===== config.mk =====
export PLATFORM = sky130hd
export DESIGN_NAME = opsched_station_array
export DESIGN_NICKNAME = d
export VERILOG_FILES = /design/src/rtl/opsched_pkg.sv /design/src/rtl/opsched_tag_table.sv /design/src/rtl/opsched_station.sv /design/src/rtl/opsched_station_array.sv
export SDC_FILE = /design/constraint.sdc
export NUM_CORES = 1
export LEC_CHECK = 0
export BUFFER_PORTS_ARGS = -buffer_cell sky130_fd_sc_hd__buf_2
export CORE_UTILIZATION = 55
export DETAILED_ROUTE_END_ITERATION = 6
export PLACE_DENSITY = 0.71
export SLEW_MARGIN = 20
export SYNTH_ARGS = -nofsm -noshare
export SYNTH_HDL_FRONTEND = slang
export SYNTH_SLANG_ARGS = --single-unit

===== constraint.sdc =====
create_clock -name clk -period 2.8 [get_ports clk]
set_input_delay 0 -clock clk [delete_from_list [all_inputs] [get_ports clk]]
set_output_delay 0 -clock clk [all_outputs]
set_load 0.01 [all_outputs]

===== src/rtl/opsched_pkg.sv =====
package opsched_pkg;
  typedef enum logic [1:0] {
    ST_FREE = 2'd0,
    ST_WAIT = 2'd1,
    ST_EXEC = 2'd2
  } st_e;
endpackage


===== src/rtl/opsched_tag_table.sv =====
module opsched_tag_table #(
  parameter int NUM_REG = 8,
  parameter int DATA_W  = 16,
  parameter int TAG_W   = 3,
  localparam int RIW    = $clog2(NUM_REG)
) (
  input  logic              clk,
  input  logic              rst,
  input  logic [RIW-1:0]    rd_a_idx,
  input  logic [RIW-1:0]    rd_b_idx,
  output logic [TAG_W-1:0]  rd_a_tag,
  output logic [DATA_W-1:0] rd_a_val,
  output logic [TAG_W-1:0]  rd_b_tag,
  output logic [DATA_W-1:0] rd_b_val,
  input  logic              ren_en,
  input  logic [RIW-1:0]    ren_idx,
  input  logic [TAG_W-1:0]  ren_tag,
  input  logic              bus_v,
  input  logic [TAG_W-1:0]  bus_tag,
  input  logic [DATA_W-1:0] bus_val
);
  logic [DATA_W-1:0] val_q [NUM_REG];
  logic [TAG_W-1:0]  tag_q [NUM_REG];

  assign rd_a_tag = tag_q[rd_a_idx];
  assign rd_a_val = val_q[rd_a_idx];
  assign rd_b_tag = tag_q[rd_b_idx];
  assign rd_b_val = val_q[rd_b_idx];

  // Broadcast clears matching tags first; a same-cycle rename wins.
  always_ff @(posedge clk) begin
    for (int r = 0; r < NUM_REG; r++) begin
      if (rst) begin
        val_q[r] <= DATA_W'(r);
        tag_q[r] <= '0;
      end else begin
        if (bus_v && tag_q[r] != '0 && tag_q[r] == bus_tag) begin
          val_q[r] <= bus_val;
          tag_q[r] <= '0;
        end
        if (ren_en && ren_idx == RIW'(r)) tag_q[r] <= ren_tag;
      end
    end
  end

  for (genvar r = 0; r < NUM_REG; r++) begin : g_chk
    // a pending tag survives unless renamed or matched by the bus.
    assert_tag_hold_R10: assert property (@(posedge clk) disable iff (rst)
      (tag_q[r] != '0 && !(ren_en && ren_idx == RIW'(r)) && !(bus_v && bus_tag == tag_q[r]))
      |=> $stable(tag_q[r]));
    // matching broadcast without rename leaves the register valid with the bus value.
    assert_tag_clear_R10: assert property (@(posedge clk) disable iff (rst)
      (tag_q[r] != '0 && bus_v && bus_tag == tag_q[r] && !(ren_en && ren_idx == RIW'(r)))
      |=> (tag_q[r] == '0 && val_q[r] == $past(bus_val)));
  end
endmodule


===== src/rtl/opsched_station.sv =====
module opsched_station
  import opsched_pkg::*;
#(
  parameter int DATA_W = 16,
  parameter int TAG_W  = 3,
  parameter int OP_W   = 2,
  parameter logic [TAG_W-1:0] ID = 1
) (
  input  logic              clk,
  input  logic              rst,
  input  logic              alloc,
  input  logic [OP_W-1:0]   in_op,
  input  logic              in_a_rdy,
  input  logic [TAG_W-1:0]  in_a_tag,
  input  logic [DATA_W-1:0] in_a_val,
  input  logic              in_b_rdy,
  input  logic [TAG_W-1:0]  in_b_tag,
  input  logic [DATA_W-1:0] in_b_val,
  input  logic              bus_v,
  input  logic [TAG_W-1:0]  bus_tag,
  input  logic [DATA_W-1:0] bus_val,
  input  logic              grant,
  output logic              busy,
  output logic              exec,
  output logic              ready,
  output logic [OP_W-1:0]   op,
  output logic [DATA_W-1:0] a_val,
  output logic [DATA_W-1:0] b_val
);
  st_e              st_q;
  logic             a_rdy_q, b_rdy_q;
  logic [TAG_W-1:0] a_tag_q, b_tag_q;

  logic a_hit, b_hit, own_hit;
  assign a_hit   = bus_v && !a_rdy_q && a_tag_q == bus_tag;
  assign b_hit   = bus_v && !b_rdy_q && b_tag_q == bus_tag;
  assign own_hit = bus_v && bus_tag == ID;

  always_ff @(posedge clk) begin
    if (rst) begin
      st_q    <= ST_FREE;
      a_rdy_q <= 1'b0;
      b_rdy_q <= 1'b0;
      a_tag_q <= '0;
      b_tag_q <= '0;
      op      <= '0;
      a_val   <= '0;
      b_val   <= '0;
    end else begin
      unique case (st_q)
        ST_FREE: if (alloc) begin
          st_q    <= ST_WAIT;
          op      <= in_op;
          a_rdy_q <= in_a_rdy;
          a_tag_q <= in_a_tag;
          a_val   <= in_a_val;
          b_rdy_q <= in_b_rdy;
          b_tag_q <= in_b_tag;
          b_val   <= in_b_val;
        end
        ST_WAIT: begin
          if (a_hit) begin
            a_rdy_q <= 1'b1;
            a_val   <= bus_val;
          end
          if (b_hit) begin
            b_rdy_q <= 1'b1;
            b_val   <= bus_val;
          end
          if (grant) st_q <= ST_EXEC;
        end
        ST_EXEC: if (own_hit) st_q <= ST_FREE;
        default: st_q <= ST_FREE;
      endcase
    end
  end

  assign busy  = st_q != ST_FREE;
  assign exec  = st_q == ST_EXEC;
  assign ready = st_q == ST_WAIT && a_rdy_q && b_rdy_q;

  // the issue logic only allocates an idle station.
  assert_alloc_idle_R1: assert property (@(posedge clk) disable iff (rst)
    alloc |-> st_q == ST_FREE);
  // the arbiter grants only a station with both operands present.
  assert_grant_ready_R7: assert property (@(posedge clk) disable iff (rst)
    grant |-> (st_q == ST_WAIT && a_rdy_q && b_rdy_q));
  // a station becomes idle only when its own ID was broadcast.
  assert_free_on_bcast_R9: assert property (@(posedge clk) disable iff (rst)
    $fell(busy) |-> $past(own_hit));
endmodule


===== src/rtl/opsched_station_array.sv =====
module opsched_station_array #(
  parameter int NUM_ST  = 4,
  parameter int NUM_REG = 8,
  parameter int DATA_W  = 16,
  parameter int OP_W    = 2,
  localparam int TAG_W  = $clog2(NUM_ST + 1),
  localparam int RIW    = $clog2(NUM_REG)
) (
  input  logic              clk,
  input  logic              rst,
  input  logic              iss_valid,
  input  logic [OP_W-1:0]   iss_op,
  input  logic [RIW-1:0]    iss_srca,
  input  logic [RIW-1:0]    iss_srcb,
  input  logic [RIW-1:0]    iss_dst,
  output logic              iss_stall,
  output logic              disp_valid,
  output logic [OP_W-1:0]   disp_op,
  output logic [DATA_W-1:0] disp_opa,
  output logic [DATA_W-1:0] disp_opb,
  output logic [TAG_W-1:0]  disp_tag,
  input  logic              fu_valid,
  input  logic [TAG_W-1:0]  fu_tag,
  input  logic [DATA_W-1:0] fu_value,
  output logic              cdb_valid,
  output logic [TAG_W-1:0]  cdb_tag,
  output logic [DATA_W-1:0] cdb_value
);
  logic [NUM_ST-1:0] busy_v, exec_v, rdy_v, alloc_v, grant_v;
  logic [OP_W-1:0]   st_op [NUM_ST];
  logic [DATA_W-1:0] st_a  [NUM_ST];
  logic [DATA_W-1:0] st_b  [NUM_ST];

  // Issue side: lowest idle station takes the instruction.
  logic             iss_fire;
  logic [TAG_W-1:0] alloc_idx;
  always_comb begin
    alloc_idx = '0;
    for (int i = NUM_ST - 1; i >= 0; i--) if (!busy_v[i]) alloc_idx = TAG_W'(i);
  end
  assign iss_stall = &busy_v;
  assign iss_fire  = iss_valid && !iss_stall;
  for (genvar i = 0; i < NUM_ST; i++) begin : g_alloc
    assign alloc_v[i] = iss_fire && alloc_idx == TAG_W'(i);
  end

  // Register tag table lookup and source resolution with bus bypass.
  logic [TAG_W-1:0]  ta, tb;
  logic [DATA_W-1:0] va, vb;
  logic              a_rdy, b_rdy;
  logic [DATA_W-1:0] a_in, b_in;

  opsched_tag_table #(.NUM_REG(NUM_REG), .DATA_W(DATA_W), .TAG_W(TAG_W)) u_tags (
    .clk(clk), .rst(rst),
    .rd_a_idx(iss_srca), .rd_b_idx(iss_srcb),
    .rd_a_tag(ta), .rd_a_val(va), .rd_b_tag(tb), .rd_b_val(vb),
    .ren_en(iss_fire), .ren_idx(iss_dst), .ren_tag(alloc_idx + TAG_W'(1)),
    .bus_v(cdb_valid), .bus_tag(cdb_tag), .bus_val(cdb_value)
  );

  always_comb begin
    a_rdy = ta == '0 || (cdb_valid && cdb_tag == ta);
    b_rdy = tb == '0 || (cdb_valid && cdb_tag == tb);
    a_in  = ta == '0 ? va : cdb_value;
    b_in  = tb == '0 ? vb : cdb_value;
  end

  for (genvar i = 0; i < NUM_ST; i++) begin : g_st
    opsched_station #(
      .DATA_W(DATA_W), .TAG_W(TAG_W), .OP_W(OP_W), .ID(TAG_W'(i + 1))
    ) u_st (
      .clk(clk), .rst(rst), .alloc(alloc_v[i]), .in_op(iss_op),
      .in_a_rdy(a_rdy), .in_a_tag(ta), .in_a_val(a_in),
      .in_b_rdy(b_rdy), .in_b_tag(tb), .in_b_val(b_in),
      .bus_v(cdb_valid), .bus_tag(cdb_tag), .bus_val(cdb_value),
      .grant(grant_v[i]), .busy(busy_v[i]), .exec(exec_v[i]), .ready(rdy_v[i]),
      .op(st_op[i]), .a_val(st_a[i]), .b_val(st_b[i])
    );
  end

  // Dispatch: lowest-index ready station.
  logic [TAG_W-1:0] disp_idx;
  logic             any_rdy;
  always_comb begin
    disp_idx = '0;
    for (int i = NUM_ST - 1; i >= 0; i--) if (rdy_v[i]) disp_idx = TAG_W'(i);
  end
  assign any_rdy = |rdy_v;
  for (genvar i = 0; i < NUM_ST; i++) begin : g_grant
    assign grant_v[i] = any_rdy && disp_idx == TAG_W'(i);
  end

  always_ff @(posedge clk) begin
    if (rst) begin
      disp_valid <= 1'b0;
      disp_op    <= '0;
      disp_opa   <= '0;
      disp_opb   <= '0;
      disp_tag   <= '0;
      cdb_valid  <= 1'b0;
      cdb_tag    <= '0;
      cdb_value  <= '0;
    end else begin
      disp_valid <= any_rdy;
      if (any_rdy) begin
        disp_op  <= st_op[disp_idx];
        disp_opa <= st_a[disp_idx];
        disp_opb <= st_b[disp_idx];
        disp_tag <= disp_idx + TAG_W'(1);
      end
      cdb_valid <= fu_valid;
      cdb_tag   <= fu_tag;
      cdb_value <= fu_value;
    end
  end

  logic owner_exec;
  always_comb begin
    owner_exec = 1'b0;
    for (int i = 0; i < NUM_ST; i++) if (exec_v[i] && cdb_tag == TAG_W'(i + 1)) owner_exec = 1'b1;
  end

  // the broadcast tag always belongs to a station that is executing.
  assert_bus_owner_R9: assert property (@(posedge clk) disable iff (rst)
    cdb_valid |-> owner_exec);
  // at most one station is granted per cycle.
  assert_one_grant_R8: assert property (@(posedge clk) disable iff (rst)
    $onehot0(grant_v));
  // while every station is occupied none is allocated.
  assert_no_alloc_full_R1: assert property (@(posedge clk) disable iff (rst)
    iss_stall |-> alloc_v == '0);
endmodule


==> results of run 1 <==
cells by family after synthesis:
logic type / Yosys count / synth area share (%)
AO/OA/AOI/OAI: 454 / 17.0
AND/OR/NAND/NOR: 771 / 19.6
XOR/XNOR: 46 / 2.05
multiplexers: 118 / 8.90
flip-flops: 386 / 47.0
buffers and inverters: 209 / 5.14
adder cells (fa/ha/maj): 4 / 0.254
timing repair:
action,CTS,global route
endpoints found under the setup margin,0,11
hold buffers,30,0
hold endpoints to repair,46,0
gates resized for setup,0,3
routing by layer:
layer	global-route usage (%)	part of all wire [%]
met5	0	0
met4	14.0	4.1
met3	5.29	8.9
met2	53.9	47
met1	43.2	40
worst max path at each step:
stage                                           to  slack [ns]
3_3_place_gp   g_st[3].u_st.a_val[13]$_SDFFE_PP0P_        0.24
2_1_floorplan  g_st[3].u_st.b_val[10]$_SDFFE_PP0P_        0.14
4_1_cts         g_st[3].u_st.b_val[0]$_SDFFE_PP0P_        0.20
3_5_place_dp    g_st[2].u_st.b_val[6]$_SDFFE_PP0P_        0.24
6_report         g_st[0].u_st.a_rdy_q$_SDFFE_PP0P_        0.19
5_1_grt         g_st[3].u_st.a_val[9]$_SDFFE_PP0P_       0.003
state kept, by name, summed over array words and instances, names as in the netlist, 12 cells and up:
signal,flops
u_tags.tag_q,24
g_st.u_st.b_tag_q,12
g_st.u_st.a_tag_q,12
disp_opa,16
disp_opb,16
cdb_value,16
u_tags.val_q,128
g_st.u_st.b_val,64
g_st.u_st.a_val,64
area by class of cell:
class	count	share of cell area [%]
multi-input combinational	1393	42.5
sequential	386	41.4
timing repair buffer	221	7.42
clock buffer	62	5.55
tap	455	2.55
clock inverter	10	0.465
inverter	6	0.101
power by group through the flow:
stage | Combinational [mW] | Clock, mW | Sequential [mW]
after floorplan | 1.39 | 0 | 6.38
after global routing | 2.15 | 5.72 | 6.41
final | 2.00 | 5.47 | 6.38
after detailed placement | 1.93 | 0 | 6.49
after global placement | 1.89 | 0 | 6.47
after CTS | 1.97 | 5.48 | 6.37
layout by cell type, fill, tap and decap left out, drive strengths merged, types with 9 or more instances in the layout:
master	netlist	layout
a211o	16	16
a211oi	17	17
a21oi	35	35
a221oi	66	66
a311oi	157	157
and2	116	116
buf	61	191
clkbuf	142	62
dfxtp	234	234
dlygate4sd3	0	30
edfxtp	152	152
mux2i	72	72
mux4	40	40
nand2	132	132
nand2b	28	28
nand3	142	142
nand4	9	9
nor2	220	220
nor2b	69	69
o21ai	136	136
xnor2	40	40
critical path, cell delays in order, from the launching register on:
cell,delay (ns)
dfxtp_1,0.49
nor2_1,0.10
nor3_1,0.14
nor2_1,0.06
nor2_1,0.16
buf_4,0.24
inv_1,0.09
ha_1,0.19
and3_1,0.38
nor3b_1,0.37
a211o_1,0.16
o41ai_1,0.08
==> impl_metrics.csv, run 1 <==
group,metric,value,unit
outcome,run_status,"finished, final reports clean",
route,wl_per_cell,23.8,um
finish,num_antenna_cells,0,
sta,totalNegativeSetupSlack,0,ns
route,ant_nets,0,
synth,ys_async_sr_fraction,0,%
setup_path,worstPathRequired,3.19,ns
setup_path,crit_start,"g_st[2].u_st.st_q[1]$_SDFFE_PP0P_",
synth,synth_cells,1988,
hold_path,min_path_cells,3,
cts,root_buffer,"clkbuf_16",
synth,postSynthAreaPerCell,9.89,um^2
global_route,grt_overflow,0,
setup_path,rrSetupSlack,0.19,ns
die,die_h,191,um
setup_path,r2r-end,"g_st[0].u_st.a_rdy_q$_SDFFE_PP0P_",
setup_path,cp_max_fo,16,
pwr,p_comb_share,14.5,%
route,drt_iter0_markers,1709,
finish,multi_input_area,9500,um^2
synth,synth.area.top_cells,"dfxtp_1, edfxtp_1, a311oi_1",
pwr,seqPwrFrac,46.1,%
finish,drive_above_1_share,16.5,%
finish,area_delta_synth_final,13.6,%
synth,ys_types,57,
sta,fin_crit,2.61,ns
synth,dominantRegCellSynth,"dfxtp_1",
synth,netlist_top_cells_count,"dfxtp_1, nor2_1, a311oi_1",
synth,syn_area,19700,um^2
synth,yosysWarnings,0,
synth,yosysMostFrequentCell,"dfxtp_1",
die,die-width,191,um
die,coreArea,34900,um^2
finish,post-route-util,64.1,%
run,maxCapViolCount,0,
finish,layout.nets,2087,
pwr,clkPwrFrac,39.5,%
place,placed_cells,2431,
hold_path,min_from,"rst",
sta,worst_slew_pin_slew,1.13,ns
route,wirelength,60200,um
global_route,grt_pass1_vias,15751,
pwr,ir_drop,0.631,mV
global_route,grt_max_degree,143,
setup_path,arrival,3.00,ns
setup_path,crit-reg2reg-launch,"g_st[2].u_st.st_q[1]$_SDFFE_PP0P_",
pwr,power_density,620,nW/um^2
sta,rsz0062_at_grt,"no",
sta,setup_violations,0,
cts,path_clk_slew,0.06,ns
sta,worst_hold_slack,0.0449,ns
pwr,switching_share,27.1,%
finish,regArea,9250,um^2
finish,nFillCells,2811,
synth,synth_edf_count,152,
place,dp_slack,0.236,ns
global_route,grt_pass1_wl,92000,um
cts,tritoncts,"yes",
synth,ys_seq_elements,386,
sta,slew_headroom,24.4,%
route,drtPass1Iterations,6,
global_route,antenna_found_initial,0,
cts,cts.sinks,386,
die,initial_core_util,56.4,%
place,place_congestion,0.890,
setup_path,critPathKind,"reg2reg",
synth,synth_nets,2026,
sta,fmax,383,MHz
finish,final_cells,2533,
pwr,p_leak,7.76,nW
route,viasPerCell,6.54,
cts,clock_tree.buffer_depth,3,
sta,slew_viol_final,0,
pwr,power.internal,10.1,mW
setup_path,crit_path_start_kind,"flip-flop",
synth,yosysTopAreaCellShare,23.8,%
route,drc,0,
hold_path,worstHoldPathType,"in2reg",
pwr,p_total,13.9,mW
cts,insertion_delay,0.54,ns
pwr,switchingPower,3.75,mW
route,vias,16576,
sta,finalWorstSetupSlack,0.188,ns
sta,timing.final.crit_share,93.3,%
global_route,grtUsageTotal,32.9,%
place,post_dp_cell_area,20700,um^2
finish,final_area,22300,um^2
setup_path,r2r_cells,11,
synth,ys_seq_area_share,47.0,%
place,dp_hpwl,38900,um
sta,hold_viol_final,0,
cts,htree_levels,2,
place,port_buffers,92,
sta,finClkSkew,0.0151,ns
setup_path,end_kind,"flip-flop",
die,dieArea,36500,um^2
hold_path,min_to,"g_st[1].u_st.a_tag_q[0]$_SDFFE_PP0P_",
die,boundaryPins,93,
cts,post_cts_buffers,0,
die,std_cell_rows,68,
synth,yosysTopAreaCell,"dfxtp_1",
cts,cts_buffers,41,
(Power assumes the default switching activity.)
==> run 2, diff against run 1 <==
--- a/config.mk
+++ b/config.mk
@@ -9,6 +9,7 @@
 export CORE_UTILIZATION = 55
 export DETAILED_ROUTE_END_ITERATION = 6
 export PLACE_DENSITY = 0.71
+export REMOVE_ABC_BUFFERS = 1
 export SLEW_MARGIN = 20
 export SYNTH_ARGS = -nofsm -noshare
 export SYNTH_HDL_FRONTEND = slang
==> run 2 against run 1 <==
The run now ends with negative hold slack left. Clock power down 2%. Clock-buffer cell count up 1. Utilization down 0.33 points. Worst setup slack better by 0.10 ns. Via count down 2.9%. Final area down 0.52%. Flip-flop and latch count unchanged. Die area unchanged. Wire length down 9.1%. Combinational power down 5%. Sequential power about the same. Largest cell class unchanged.
==> impl_metrics.csv, run 2 (synthesis gave the netlist of run 1 again) <==
group,metric,value,unit
setup_path,critPathKind,"reg2reg",
route,wirelength,54700,um
cts,clock_tree.buffer_depth,3,
outcome,run_status,"finished, violations left",
setup_path,worst_path_max_delay_cell,"dfxtp_1",
cts,insertion_delay,0.55,ns
route,drt_iter0_markers,1742,
route,drc,0,
global_route,grt_max_degree,95,
pwr,p_comb_share,13.9,%
die,die-width,191,um
sta,slew_headroom,27.7,%
setup_path,cp_max_fo,32,
global_route,grtUsageTotal,29.9,%
outcome,violations,"negative hold slack",
setup_path,cp_num_buf_inv,1,
cts,tritoncts,"yes",
pwr,power_density,613,nW/um^2
pwr,power.internal,9.97,mW
cts,cts_buffers,41,
pwr,p_total,13.6,mW
pwr,switchingPower,3.66,mW
route,vias,16101,
setup_path,end_kind,"flip-flop",
die,std_cell_rows,68,
sta,fin_crit,2.51,ns
place,placed_cells,2423,
global_route,antenna_found_initial,1,
die,coreArea,34900,um^2
route,wl_per_cell,21.7,um
cts,path_clk_slew,0.06,ns
die,initial_core_util,56.4,%
sta,rsz0062_at_grt,"no",
sta,setup_violations,0,
cts,htree_levels,2,
setup_path,crit_chain,"nor2_1 > nor3_1 > nor2_1 > nor2_1 > ha_1 > nand2_1 > or3_1 > o21ai_2 > buf_12 > nor2_1 > a311oi_1",
pwr,clkPwrFrac,39.4,%
sta,finClkSkew,0.0156,ns
pwr,p_leak,7.69,nW
finish,final_cells,2525,
sta,worst_slew_pin_slew,1.08,ns
setup_path,path_delay_family,"simple AND/OR/NAND/NOR gates",
finish,mostFrequentLayoutCell,"dfxtp_1",
finish,final_cell_mix,"dfxtp_1, nor2_1, a311oi_1",
cts,cts.sinks,386,
route,drtPass1Iterations,6,
setup_path,path_common_cell,"nor2_1",
sta,slew_viol_final,0,
die,dieArea,36500,um^2
hold_path,worstHoldPathType,"in2reg",
place,dp_hpwl,34500,um
route,ant_nets,0,
route,viasPerCell,6.38,
sta,timing.final.crit_share,89.6,%
finish,reg_top3,"u_tags.val_q x128, g_st.u_st.a_val x64, g_st.u_st.b_val x64",
global_route,grt_pass1_vias,15222,
pwr,seqPwrFrac,46.7,%
die,die_h,191,um
setup_path,critical-path-max-stage-delay,0.47,ns
sta,totalNegativeSetupSlack,0,ns
setup_path,arrival,2.95,ns
finish,top_register,"u_tags.val_q",
cts,root_buffer,"clkbuf_16",
place,port_buffers,92,
global_route,grt_overflow,0,
cts,post_cts_buffers,0,
pwr,switching_share,26.8,%
sta,hold_viol_final,3,
finish,largest_register_ffs,128,
setup_path,crit_path_start_kind,"flip-flop",
pwr,ir_drop,0.490,mV
die,boundaryPins,93,
finish,drive_above_1_share,16.1,%
finish,layout.nets,2075,
global_route,grt_pass1_wl,85500,um
sta,fmax,399,MHz
sta,worst_hold_slack,-0.00563,ns
run,maxCapViolCount,0,
setup_path,worstPathRequired,3.24,ns
finish,area_delta_synth_final,13.0,%
place,place_congestion,0.890,
==> run 2: final timing paths <==
kind	startpoint	endpoint	slack, ns	cells past startpoint
hold / removal	rst	cdb_value[12]$_SDFF_PP0_	-0.006	2
setup reg to reg	g_st[2].u_st.st_q[1]$_SDFFE_PP0P_	g_st[3].u_st.b_val[8]$_SDFFE_PP0P_	0.29	11
hold reg to reg	g_st[0].u_st.op[0]$_SDFFE_PP0P_	g_st[0].u_st.op[0]$_SDFFE_PP0P_	0.46	2
setup / recovery	g_st[2].u_st.st_q[1]$_SDFFE_PP0P_	g_st[3].u_st.b_val[8]$_SDFFE_PP0P_	0.29	11
==> run 2: power groups by stage <==
stage          clock network [mW]  logic, mW  registers (mW)
6_report                     5.37       1.90            6.36
5_1_grt                      5.66       2.06            6.40
4_1_cts                      5.42       1.88            6.36
3_5_place_dp                    0       1.84            6.48
3_3_place_gp                    0       1.80            6.46
2_1_floorplan                   0       1.11            6.42
==> run 2: cell type report <==
type                    instances  area [um^2]
diodes                          1         2.50
clock inverters                12         95.1
flip-flops and latches        386         9250
repair buffers                209         1560
clock buffers                  63         1230
well taps                     455          569
multi-input cells            1393         9500
fillers                      2818        12600
inverters                       6         22.5
==> run 2: what timing repair did <==
item	CTS	global route
endpoints found under the hold margin	45	0
endpoints found under the setup margin	0	1
hold buffers	26	0
resized for setup	0	1
==> run 2: per-stage QoR <==
stage / hold WS (ns) / setup slack [ns] / util, % / area (um^2)
after global placement: 0.207 / 0.336 / 59.1 / 20600
after detailed placement: 0.212 / 0.206 / 59.1 / 20600
after floorplan: 0.0691 / -0.399 / - / 18700
after global routing: 0.0484 / 0.0696 / 63.7 / 22200
final: -0.00563 / 0.292 / 63.7 / 22200
after CTS: 0.0138 / 0.182 / 63.7 / 22200
==> run 2: metal layers <==
metal  GRT usage, %  wire length, um  vias to the layer above
li1               -                -                     7483
met2           48.2            25500                      739
met3           3.86             4810                       96
met4           8.73             1170                        2
met1           42.0            23200                     7781
met5              0               10                        -
==> run 3, diff against run 2 <==
--- a/config.mk
+++ b/config.mk
@@ -6,9 +6,10 @@
 export NUM_CORES = 1
 export LEC_CHECK = 0
 export BUFFER_PORTS_ARGS = -buffer_cell sky130_fd_sc_hd__buf_2
-export CORE_UTILIZATION = 55
+export CORE_UTILIZATION = 50
 export DETAILED_ROUTE_END_ITERATION = 6
-export PLACE_DENSITY = 0.71
+export GPL_ROUTABILITY_DRIVEN = 0
+export PLACE_DENSITY_LB_ADDON = 0.05
 export REMOVE_ABC_BUFFERS = 1
 export SLEW_MARGIN = 20
 export SYNTH_ARGS = -nofsm -noshare
==> run 3 against run 2 <==
The run still ends with negative hold slack left. Worst setup slack worse by 0.0046 ns. Critical path depth stayed put. Die area is 9.9% higher. Critical path type unchanged. Critical endpoint is now g_st[3].u_st.a_val[12]$_SDFFE_PP0P_. Largest cell class unchanged. Highest routed layer is now met4.
==> impl_metrics.csv, run 3 (synthesis gave the netlist of run 1 again) <==
group,metric,value,unit
pwr,ir_drop,0.478,mV
finish,drive_above_1_share,15.7,%
cts,cts.sinks,386,
setup_path,worst_path_max_delay_cell,"dfxtp_1",
die,dieArea,40100,um^2
place,port_buffers,92,
setup_path,path_delay_family,"simple AND/OR/NAND/NOR gates",
hold_path,worstHoldPathType,"in2reg",
pwr,p_leak,7.75,nW
route,drt_iter0_markers,1400,
pwr,power_density,630,nW/um^2
setup_path,worstPathRequired,3.26,ns
cts,htree_levels,2,
route,vias,15925,
die,coreArea,38700,um^2
outcome,violations,"negative hold slack",
finish,post-route-util,58.0,%
setup_path,cp_num_buf_inv,1,
route,wl_per_cell,22.5,um
setup_path,critPathKind,"reg2reg",
finish,layout.nets,2078,
finish,nFillCells,3443,
sta,setup_violations,0,
setup_path,crit_path_start_kind,"flip-flop",
run,maxCapViolCount,0,
setup_path,rrSetupSlack,0.29,ns
sta,fmax,398,MHz
finish,largest_register_ffs,128,
route,wirelength,58300,um
global_route,grt_pass1_vias,15422,
cts,path_clk_slew,0.06,ns
setup_path,crit_chain,"nor2_1 > nor3_1 > nor2_1 > nor2_1 > ha_1 > nand2_1 > or3_1 > o21ai_2 > buf_6 > nor2_1 > a311oi_1",
route,drtPass1Iterations,6,
sta,slew_viol_final,0,
finish,num_antenna_cells,0,
finish,area_delta_synth_final,14.2,%
sta,worst_slew_pin_slew,1.17,ns
sta,rsz0062_at_grt,"no",
route,ant_nets,0,
cts,insertion_delay,0.57,ns
setup_path,r2r-end,"g_st[3].u_st.a_val[12]$_SDFFE_PP0P_",
route,drc,0,
setup_path,arrival,2.97,ns
die,die-width,200,um
die,std_cell_rows,72,
pwr,p_total,14.1,mW
setup_path,end_kind,"flip-flop",
finish,top_register,"u_tags.val_q",
route,viasPerCell,6.15,
cts,tritoncts,"yes",
cts,cts_buffers,44,
sta,finClkSkew,0.0110,ns
setup_path,cp_max_fo,32,
global_route,grt_pass1_wl,90200,um
place,dp_hpwl,35600,um
die,initial_core_util,50.8,%
hold_path,min_from,"rst",
outcome,run_status,"finished, violations left",
sta,worst_hold_slack,-0.0000988,ns
global_route,grtUsageTotal,28.8,%
die,boundaryPins,93,
hold_path,min_to,"cdb_value[14]$_SDFF_PP0_",
sta,timing.final.crit_share,89.7,%
setup_path,critical-path-max-stage-delay,0.48,ns
finish,final_cell_mix,"dfxtp_1, nor2_1, a311oi_1",
hold_path,min_path_cells,2,
setup_path,crit-reg2reg-launch,"g_st[2].u_st.st_q[1]$_SDFFE_PP0P_",
cts,root_buffer,"clkbuf_16",
global_route,grt_overflow,0,
sta,fin_crit,2.51,ns
die,die_h,200,um
global_route,antenna_found_initial,0,
global_route,grt_max_degree,167,
cts,clock_tree.buffer_depth,3,
sta,hold_viol_final,1,
finish,reg_top3,"u_tags.val_q x128, g_st.u_st.a_val x64, g_st.u_st.b_val x64",
setup_path,path_common_cell,"nor2_1",
finish,mostFrequentLayoutCell,"dfxtp_1",
sta,slew_headroom,22.2,%
setup_path,r2r_cells,11,
-- run 3: final cells by class --
cell class / instances / area [um^2] / area share [%]
Inverter: 6 / 22.5 / 0.100
Clock inverter: 7 / 86.3 / 0.384
Timing Repair Buffer: 209 / 1590 / 7.08
Tap cell: 518 / 648 / 2.89
Sequential cell: 386 / 9250 / 41.2
Clock buffer: 71 / 1360 / 6.07
Multi-Input combinational cell: 1393 / 9500 / 42.3
-- run 3: where the power goes --
group          switching, mW  internal [mW]
Clock                   2.33           3.49
Sequential             0.241           6.12
Combinational           1.22          0.734
-- run 3: worst register-to-register path, stage by stage (launching register included) --
cell and delay [ns]:
dfxtp_1 0.48, nor2_1 0.11, nor3_1 0.14, nor2_1 0.06
nor2_1 0.13, ha_1 0.19, nand2_1 0.09, or3_1 0.48
o21ai_2 0.12, buf_6 0.26, nor2_1 0.08, a311oi_1 0.27
-- run 3: timing repair --
item | 4_1_cts | 5_1_grt
endpoints found under the setup margin | 0 | 41
gates resized for setup | 0 | 3
buffers inserted | 0 | 0
hold buffers | 39 | 0
endpoints found under the hold margin | 57 | 0
-- run 3: worst max path at each step --
| stage | start | to | slack (ns) | cells after the start |
|---|---|---|---|---|
| floorplan | g_st[1].u_st.st_q[0]$_SDFFE_PP0P_ | disp_op[0]$_SDFFE_PP0N_ | -0.40 | 5 |
| global placement | g_st[2].u_st.st_q[1]$_SDFFE_PP0P_ | g_st[1].u_st.a_val[9]$_SDFFE_PP0P_ | 0.33 | 11 |
| detailed placement | g_st[2].u_st.st_q[1]$_SDFFE_PP0P_ | g_st[1].u_st.a_val[0]$_SDFFE_PP0P_ | 0.23 | 11 |
| CTS | g_st[2].u_st.st_q[1]$_SDFFE_PP0P_ | g_st[1].u_st.a_val[0]$_SDFFE_PP0P_ | 0.21 | 11 |
| global route | g_st[2].u_st.st_q[1]$_SDFFE_PP0P_ | g_st[0].u_st.b_val[11]$_SDFFE_PP0P_ | 0.007 | 12 |
| finish | g_st[2].u_st.st_q[1]$_SDFFE_PP0P_ | g_st[3].u_st.a_val[12]$_SDFFE_PP0P_ | 0.29 | 11 |
-- run 3: routing by layer --
layer	up-vias	wire length (um)	GRT usage, %
li1	7483	-	-
met1	7830	26200	40.0
met2	524	27000	46.5
met3	88	3950	5.06
met4	0	1150	7.03
met5	-	0	0
-- run 3: through the flow --
step           hold WS, ns  area (um^2)  std cells  setup slack (ns)  TNS, ns
2_1_floorplan       0.0691        18700       1785            -0.399   -32.26
3_3_place_gp         0.207        20600       2471             0.328        0
3_5_place_dp         0.212        20600       2471             0.231        0
4_1_cts          0.0000928        22400       2588             0.208        0
5_1_grt             0.0349        22500       2590           0.00687        0
6_report        -0.0000988        22500       2590             0.288        0
